[src/rtl/ibs_pkg.sv]
package ibs_pkg;

   localparam int SEL_DECODE     = 0;
   localparam int SEL_ALL_LOCAL  = 1;
   localparam int SEL_ALL_REMOTE = 2;

   typedef enum logic [1:0] {
      PH_IDLE   = 2'd0,
      PH_WAIT   = 2'd1,
      PH_ARMED  = 2'd2,
      PH_SECOND = 2'd3
   } ack_phase_e;

   // clocks to stretch the first acknowledge cycle, floored at zero
   function automatic int wait_states(input int clk_ps, input int settle_ps,
                                      input int decode_ps, input int idle_clks);
      int need;
      need = (settle_ps + decode_ps + clk_ps - 1) / clk_ps;
      return (need > idle_clks) ? (need - idle_clks) : 0;
   endfunction

endpackage

[src/rtl/ibs_phase_seq.sv]
module ibs_phase_seq
   import ibs_pkg::*;
#(
   parameter int WAIT_CLKS = 26,
   parameter int CNT_W     = 5
) (
   input  logic       clk,
   input  logic       rst_n,
   input  logic       cyc_start,
   input  logic       cyc_inta,
   input  logic       vec_done,
   output ack_phase_e phase,
   output logic       first_rdy,
   output logic       second_begin,
   output logic       seq_end
);

   logic [CNT_W-1:0] wait_cnt;
   logic             inta_start;
   logic             stray_start;

   assign inta_start   = cyc_start && cyc_inta;
   assign stray_start  = cyc_start && !cyc_inta;
   assign first_rdy    = (phase == PH_WAIT) && (wait_cnt == '0);
   assign second_begin = (phase == PH_ARMED) && inta_start;
   assign seq_end      = ((phase == PH_SECOND) && vec_done) ||
                         ((phase == PH_ARMED) && stray_start);

   always_ff @(posedge clk or negedge rst_n) begin
      if (!rst_n) begin
         phase    <= PH_IDLE;
         wait_cnt <= '0;
      end else begin
         unique case (phase)
            PH_IDLE: begin
               if (inta_start) begin
                  phase    <= PH_WAIT;
                  wait_cnt <= CNT_W'(WAIT_CLKS);
               end
            end
            PH_WAIT: begin
               if (wait_cnt == '0) phase <= PH_ARMED;
               else                wait_cnt <= wait_cnt - CNT_W'(1);
            end
            PH_ARMED: begin
               if (inta_start)       phase <= PH_SECOND;
               else if (stray_start) phase <= PH_IDLE;
            end
            PH_SECOND: begin
               if (vec_done) phase <= PH_IDLE;
            end
            default: phase <= PH_IDLE;
         endcase
      end
   end

endmodule

[src/rtl/ibs_cas_decode.sv]
module ibs_cas_decode
   import ibs_pkg::*;
#(
   parameter int SEL_MODE = SEL_DECODE
) (
   input  logic       clk,
   input  logic       rst_n,
   input  logic       capture_now,
   input  logic       seq_end,
   input  logic [2:0] cas_n,
   input  logic [7:0] remote_map,
   output logic       remote_q,
   output logic       bus_sel
);

   generate
      if (SEL_MODE == SEL_DECODE) begin : g_decode
         logic hit;
         assign hit = remote_map[~cas_n];

         always_ff @(posedge clk or negedge rst_n) begin
            if (!rst_n)           remote_q <= 1'b0;
            else if (capture_now) remote_q <= hit;
            else if (seq_end)     remote_q <= 1'b0;
         end
         assign bus_sel = remote_q;
      end else if (SEL_MODE == SEL_ALL_REMOTE) begin : g_remote
         logic unused_dec;
         assign unused_dec = ^{clk, rst_n, capture_now, seq_end, cas_n, remote_map};
         assign remote_q   = 1'b1;
         assign bus_sel    = 1'b1;
      end else begin : g_local
         logic unused_dec;
         assign unused_dec = ^{clk, rst_n, capture_now, seq_end, cas_n, remote_map};
         assign remote_q   = 1'b0;
         assign bus_sel    = 1'b0;
      end
   endgenerate

endmodule

[src/rtl/ibs_cas_timer.sv]
module ibs_cas_timer #(
   parameter int CE_CLKS = 3,
   parameter int TW      = 2
) (
   input  logic clk,
   input  logic rst_n,
   input  logic second_begin,
   input  logic seq_end,
   input  logic remote_q,
   output logic cas_oe
);

   logic [TW-1:0] win_cnt;

   always_ff @(posedge clk or negedge rst_n) begin
      if (!rst_n)              win_cnt <= '0;
      else if (second_begin)   win_cnt <= TW'(CE_CLKS);
      else if (seq_end)        win_cnt <= '0;
      else if (win_cnt != '0)  win_cnt <= win_cnt - TW'(1);
   end

   assign cas_oe = (win_cnt != '0) && remote_q;

endmodule

[src/rtl/intack_bus_select.sv]
module intack_bus_select
   import ibs_pkg::*;
#(
   parameter int CLK_PS    = 20000,
   parameter int SETTLE_PS = 565000,
   parameter int DECODE_PS = 30000,
   parameter int IDLE_CLKS = 4,
   parameter int CE_CLKS   = 3,
   parameter int SEL_MODE  = SEL_DECODE
) (
   input  logic       clk,
   input  logic       rst_n,
   input  logic       cyc_start,
   input  logic       cyc_inta,
   input  logic       vec_done,
   input  logic [2:0] cas_n,
   input  logic [7:0] remote_map,
   output logic       first_rdy,
   output logic       bus_sel_remote,
   output logic       arb_en,
   output logic       cas_oe
);

   localparam int WAIT_CLKS = wait_states(CLK_PS, SETTLE_PS, DECODE_PS, IDLE_CLKS);
   localparam int CNT_W     = (WAIT_CLKS > 0) ? $clog2(WAIT_CLKS + 1) : 1;
   localparam int TW        = $clog2(CE_CLKS + 1);

   generate
      if (CLK_PS < 1) begin : g_bad_clk
         $error("CLK_PS must be positive");
      end
      if (CE_CLKS < 1) begin : g_bad_ce
         $error("CE_CLKS must be at least one");
      end
      if (SEL_MODE < SEL_DECODE || SEL_MODE > SEL_ALL_REMOTE) begin : g_bad_mode
         $error("SEL_MODE out of range");
      end
   endgenerate

   ack_phase_e phase;
   logic       second_begin;
   logic       seq_end;
   logic       remote_q;
   logic       in_seq;

   ibs_phase_seq #(
      .WAIT_CLKS (WAIT_CLKS),
      .CNT_W     (CNT_W)
   ) u_seq (
      .clk          (clk),
      .rst_n        (rst_n),
      .cyc_start    (cyc_start),
      .cyc_inta     (cyc_inta),
      .vec_done     (vec_done),
      .phase        (phase),
      .first_rdy    (first_rdy),
      .second_begin (second_begin),
      .seq_end      (seq_end)
   );

   ibs_cas_decode #(
      .SEL_MODE (SEL_MODE)
   ) u_dec (
      .clk         (clk),
      .rst_n       (rst_n),
      .capture_now (first_rdy),
      .seq_end     (seq_end),
      .cas_n       (cas_n),
      .remote_map  (remote_map),
      .remote_q    (remote_q),
      .bus_sel     (bus_sel_remote)
   );

   ibs_cas_timer #(
      .CE_CLKS (CE_CLKS),
      .TW      (TW)
   ) u_tmr (
      .clk          (clk),
      .rst_n        (rst_n),
      .second_begin (second_begin),
      .seq_end      (seq_end),
      .remote_q     (remote_q),
      .cas_oe       (cas_oe)
   );

   assign in_seq = (phase == PH_ARMED) || (phase == PH_SECOND);
   assign arb_en = in_seq && remote_q;

endmodule

[config.mk]
export PLATFORM = sky130hd
export DESIGN_NAME = intack_bus_select
export DESIGN_NICKNAME = d
export VERILOG_FILES = /design/src/rtl/ibs_pkg.sv /design/src/rtl/ibs_phase_seq.sv /design/src/rtl/ibs_cas_decode.sv /design/src/rtl/ibs_cas_timer.sv /design/src/rtl/intack_bus_select.sv
export SDC_FILE = /design/constraint.sdc
export NUM_CORES = 1
export LEC_CHECK = 0
export ABC_AREA = 1
export CAP_MARGIN = 20
export CORE_MARGIN = 5
export CORE_UTILIZATION = 46
export DETAILED_ROUTE_END_ITERATION = 10
export PLACE_DENSITY = 0.74
export SETUP_SLACK_MARGIN = 0.02
export SYNTH_ARGS = -nofsm -noshare
export SYNTH_HDL_FRONTEND = slang
export SYNTH_SLANG_ARGS = --single-unit
export TNS_END_PERCENT = 10
[constraint.sdc]
create_clock -name clk -period 1.6 [get_ports clk]
set_input_delay 0.32 -clock clk [delete_from_list [all_inputs] [get_ports clk]]
set_output_delay 0.32 -clock clk [all_outputs]
set_load 0.01 [all_outputs]
* Yosys cells after proc, flatten, opt, wreduce, memory -nomap -nowiden
Index checks and enable logic that the tools add are counted.
** Storage, ports and cells
- Logic and storage cells :: 51
- Input bits :: 16
- Output and inout port bits :: 4
- Register bits :: 10
** Cells by class
- Equal/unequal tests :: 8
- Bitwise operators :: 1
- Reductions and logical operators :: 19
- Mux-type cells :: 16
- Add/subtract/negate cells :: 2
- Magnitude comparators :: 1
** Operator list (number)
- 2-to-1 mux 2 bit :: 8
- 2-to-1 mux 5 bit :: 2
- case mux 5 bit (2 select lines) :: 1
- logical AND 1 bit :: 8
- case mux 2 bit (4 select lines) :: 1
- inequality test 2 bit (second input constant) :: 3
- nonzero test 2 bit :: 3
- zero test 5 bit :: 1
- subtractor 5 x 1 -> 5 bit (second input constant) :: 1
- == test 2 bit (second input constant) :: 2
- < comparator 3 x 4 -> 1 bit (second input constant) :: 1
- AND reduction 4 bit :: 1
- binary-select mux 1 bit (select 3 bit) :: 1
- 2-to-1 mux 1 bit :: 3
- inequality test 3 x 1 -> 1 bit (second input constant) :: 1
- NOT 3 bit :: 1
- AND reduction 3 bit :: 1
- nonzero test 3 bit :: 1
- == test 2 x 1 -> 1 bit (second input constant) :: 1
- zero test 2 bit :: 1
- logical OR 1 bit :: 2
- inequality test 2 x 1 -> 1 bit (second input constant) :: 1
- subtractor 2 x 1 -> 2 bit (second input constant) :: 1
- zero test 1 bit :: 1

* Logic depth before layout (Yosys ltp)
- Depth after elaboration :: 6
- Depth in mapped cells :: 7
- Mapped depth without buffers :: 7

* Hierarchy
From an unflattened synthesis, not the netlist that was laid out.
** Unflattened totals
- Cell total of the unflattened synthesis :: 115
- Area, all modules :: 743.2 sq um
** By module, submodules not included
- ibs_phase_seq :: times used 1, area an instance 469.2 sq um, seq. area each 175.2 sq um, cells an instance 65
- ibs_cas_decode :: times used 1, area an instance 145.1 sq um, seq. area each 25.0 sq um, cells an instance 30
- ibs_cas_timer :: times used 1, area an instance 121.4 sq um, seq. area each 50.0 sq um, cells an instance 18
- intack_bus_select :: times used 1, area an instance 7.5 sq um, seq. area each 0.0 sq um, cells an instance 2

* Worst setup path after synthesis
Ideal clock, no wire load.
- Kind :: flip-flop to output port
- Start :: register u_seq.wait_cnt[0]
- End :: output first_rdy
- Data required time :: 1.280 ns
- Cell stages (with the launch flop) :: 5
- Path buffers :: 0
- Path slack :: 0.306 ns
- Data arrival time :: 0.974 ns
- Cells stage by stage :: dfrtp_1 > inv_1 > ha_1 > nand3_2 > nor2_2
** On the way
- Longest elaborated chain between the ends :: 2
** RTL lines
- from (decl) :: line ibs_phase_seq.sv:18 : logic [CNT_W-1:0] wait_cnt;
- from (signal assigned) :: line ibs_phase_seq.sv:38 : wait_cnt <= CNT_W'(WAIT_CLKS);
- from (signal assigned) :: line ibs_phase_seq.sv:43 : else wait_cnt <= wait_cnt - CNT_W'(1);
- zero test 5 bit :: line ibs_phase_seq.sv:24 : assign first_rdy = (phase == PH_WAIT) && (wait_cnt == '0);
- logical AND 1 bit :: line ibs_phase_seq.sv:24
- to (decl) :: line intack_bus_select.sv:18 : output logic first_rdy,
Every way passes these cells.

* Worst setup path after layout
- Start :: register u_seq.wait_cnt[1]
- End :: output first_rdy
The elaborated chain is that of the path after synthesis.

==> flow_summary.toml <==
[clock_network]
htree_levels = 1
cts_buffers = 3
postCtsHoldBufs = 0
cts_tree = "done"
worstSkewPairLatency_ns = 0.28
numClockSinks = 10
root_buffer = "clkbuf_4"
cts_max_path_buffers = 2
path_clk_slew_ns = 0.07

[timing]
fin_skew_ns = 0.00494
rsz0062_at_grt = "true"
finalCritPeriodShare_pct = 98.8
slew_viol_final = 0
relSlewSlack_pct = 67.0
worst_slew_pin_slew_ns = 0.493
max_freq_mhz = 632
setup_viol = 0
finalHoldViolCount = 0
min_period_ns = 1.58

[routing]
routed_wl_um = 1620
firstDrtPassIters = 4
antenna_left = 0
vias_per_cell = 4.94
vias = 766
drt_iter0_drc = 9
wire_per_inst_um = 10.5
drc = 0

[synth]
netlist.area_leader.share_pct = 35.4
synth-seq-cells = 10
syn-num-nets = 122
syn-instance-count = 104
syn_area_um2 = 707
synthDistinctLibCells = 19
syn_avg_cell_area_um2 = 6.80
yosys.area.top_type = "dfrtp_1"
synth_area_leaders = "dfrtp_1 (35%), nand2_1 (18%), inv_1 (11%)"
ys_seq_area_share_pct = 35.4
yosys_warnings = 0

[cells_and_area]
antenna_cells = 0
synthToLayoutAreaGrowth_pct = 46.4
final_common_cell = "nand2_1"
finalNetCount = 158
design_area_um2 = 1030
mostFrequentLayoutCells = "nand2_1 (33), inv_1 (19), clkdlybuf4s50_1 (16)"
instances_no_fill = 155
drive_gt1_share_pct = 21.6

[critical_path]
arrival_ns = 1.26
cp_max_fo = 2
path_class = "flop to primary output"
crit_path_end_kind = "primary output"
crit_required_ns = 1.28
startpoint_type = "flop"
reg2reg_depth = 7

[min_path]
min_path_type = "input port to async pin"

[pwr]
ir_drop_mv = 0.935
power.density_nw_per_um2 = 1700
power.leakage_nw = 0.570

[placed_design]
place_area_um2 = 992
post-dp-hpwl_um = 1350
gp_congestion = 0.802
dp.cells = 149
port_buffers = 19

[grt]
grt_overflow_total = 0
grt_pass1_vias = 728
met3_usage_pct = 3.06
grt_first_pass_wirelength_um = 2830
met1_usage_pct = 17.6
use_met2_pct = 23.8
gr-usage-all-layers_pct = 14.7
antenna_found_initial = 0
busiest_layer = "met2"
grt_max_degree = 11

[floorplanning]
coreArea_um2 = 1490
fp.dieH_um = 49.2
fp.dieW_um = 49.2
io_pins = 20
row_count = 14
dieArea_um2 = 2420
initial_core_util_pct = 47.5

[run_status]
status = "completed"

[flow_run]
max_cap_viol_count = 0
-- cells in the mapped netlist, drive strengths merged --
cell and instances:
nand3b 1, o21ai 6, nor3 2, dfrtp 10
mux2 1, nand2 36, xor2 1, o21a 1
nor2 9, ha 2, nand3 12, inv 22
xnor2 1
-- path summary, 6_finish.rpt --
check,startpoint,endpoint,slack (ns)
min in group clk,u_seq.wait_cnt[4],u_seq.wait_cnt[4],0.53
min,rst_n,u_seq.wait_cnt[4],0.37
max in group asynchronous,rst_n,u_seq.phase[0],0.89
max reg2reg,u_seq.wait_cnt[1],u_seq.wait_cnt[1],0.30
min reg2reg,u_seq.wait_cnt[4],u_seq.wait_cnt[4],0.53
max,u_seq.wait_cnt[1],first_rdy,0.02
-- what timing repair did --
action,4_1_cts,5_1_grt
setup endpoints to repair,3,2
hold endpoints to repair,0,0
gates resized for setup,8,2
pin swaps,0,3
setup buffers,0,2
-- power by group --
group          internal [mW]  switching [mW]  total, mW
Sequential             0.385          0.0777      0.462
Combinational          0.508           0.549       1.06
Clock                  0.138           0.100      0.239
-- metrics by stage --
stage                     total power, mW  TNS [ns]  hold WS [ns]  util [%]  worst slack, ns
after global routing                 1.93   -0.0538         0.393      69.5          -0.0538
final                                1.76         0         0.371      69.5           0.0188
after CTS                            1.75         0         0.377      68.8           0.0343
after detailed placement             1.51   -0.0641         0.512      66.6          -0.0641
after global placement               1.46   -0.0410         0.502      66.6          -0.0410
after floorplan                      1.11         0        0.0244         -            0.306
-- layout make-up --
cell class	count	area, um^2
clock buffer	4	36.3
multi-input combinational	72	377
sequential	10	250
fill	133	454
tap	16	20.0
timing repair buffer	31	269
inverter	22	82.6
-- logic make-up (layout without fill, tap and decap cells) --
family                     after synthesis  after routing  synth area share, %
and+or+nand+nor                         60             60                 39.5
buffers and inverters                   22             57                 11.7
DFF                                     10             10                 35.4
AOI/OAI and AO/OA                        7              7                 5.84
adders and majority gates                2              2                 3.54
xor gates and xnor gates                 2              2                 2.48
muxes                                    1              1                 1.59
-- routing by layer --
| metal | vias up | share of wire [%] |
|---|---|---|
| li1 | 391 | - |
| met1 | 336 | 41 |
| met2 | 33 | 48 |
| met3 | 6 | 7.4 |
| met4 | 0 | 3.0 |
| met5 | - | 0 |
-- registers in the layout, indices dropped and copies added, names as in the netlist --
| signal | cells |
|---|---|
| u_tmr.win_cnt | 2 |
| u_seq.phase | 2 |
| u_dec.bus_sel | 1 |
| u_seq.wait_cnt | 5 |
-- worst max-delay path, stage by stage (launching register included) --
cell and delay (ns):
dfrtp_1 0.39, inv_1 0.06, ha_2 0.18, nand3_2 0.09, nor2_2 0.12, buf_2 0.14
Note: power is estimated with default switching activity, not from simulation.
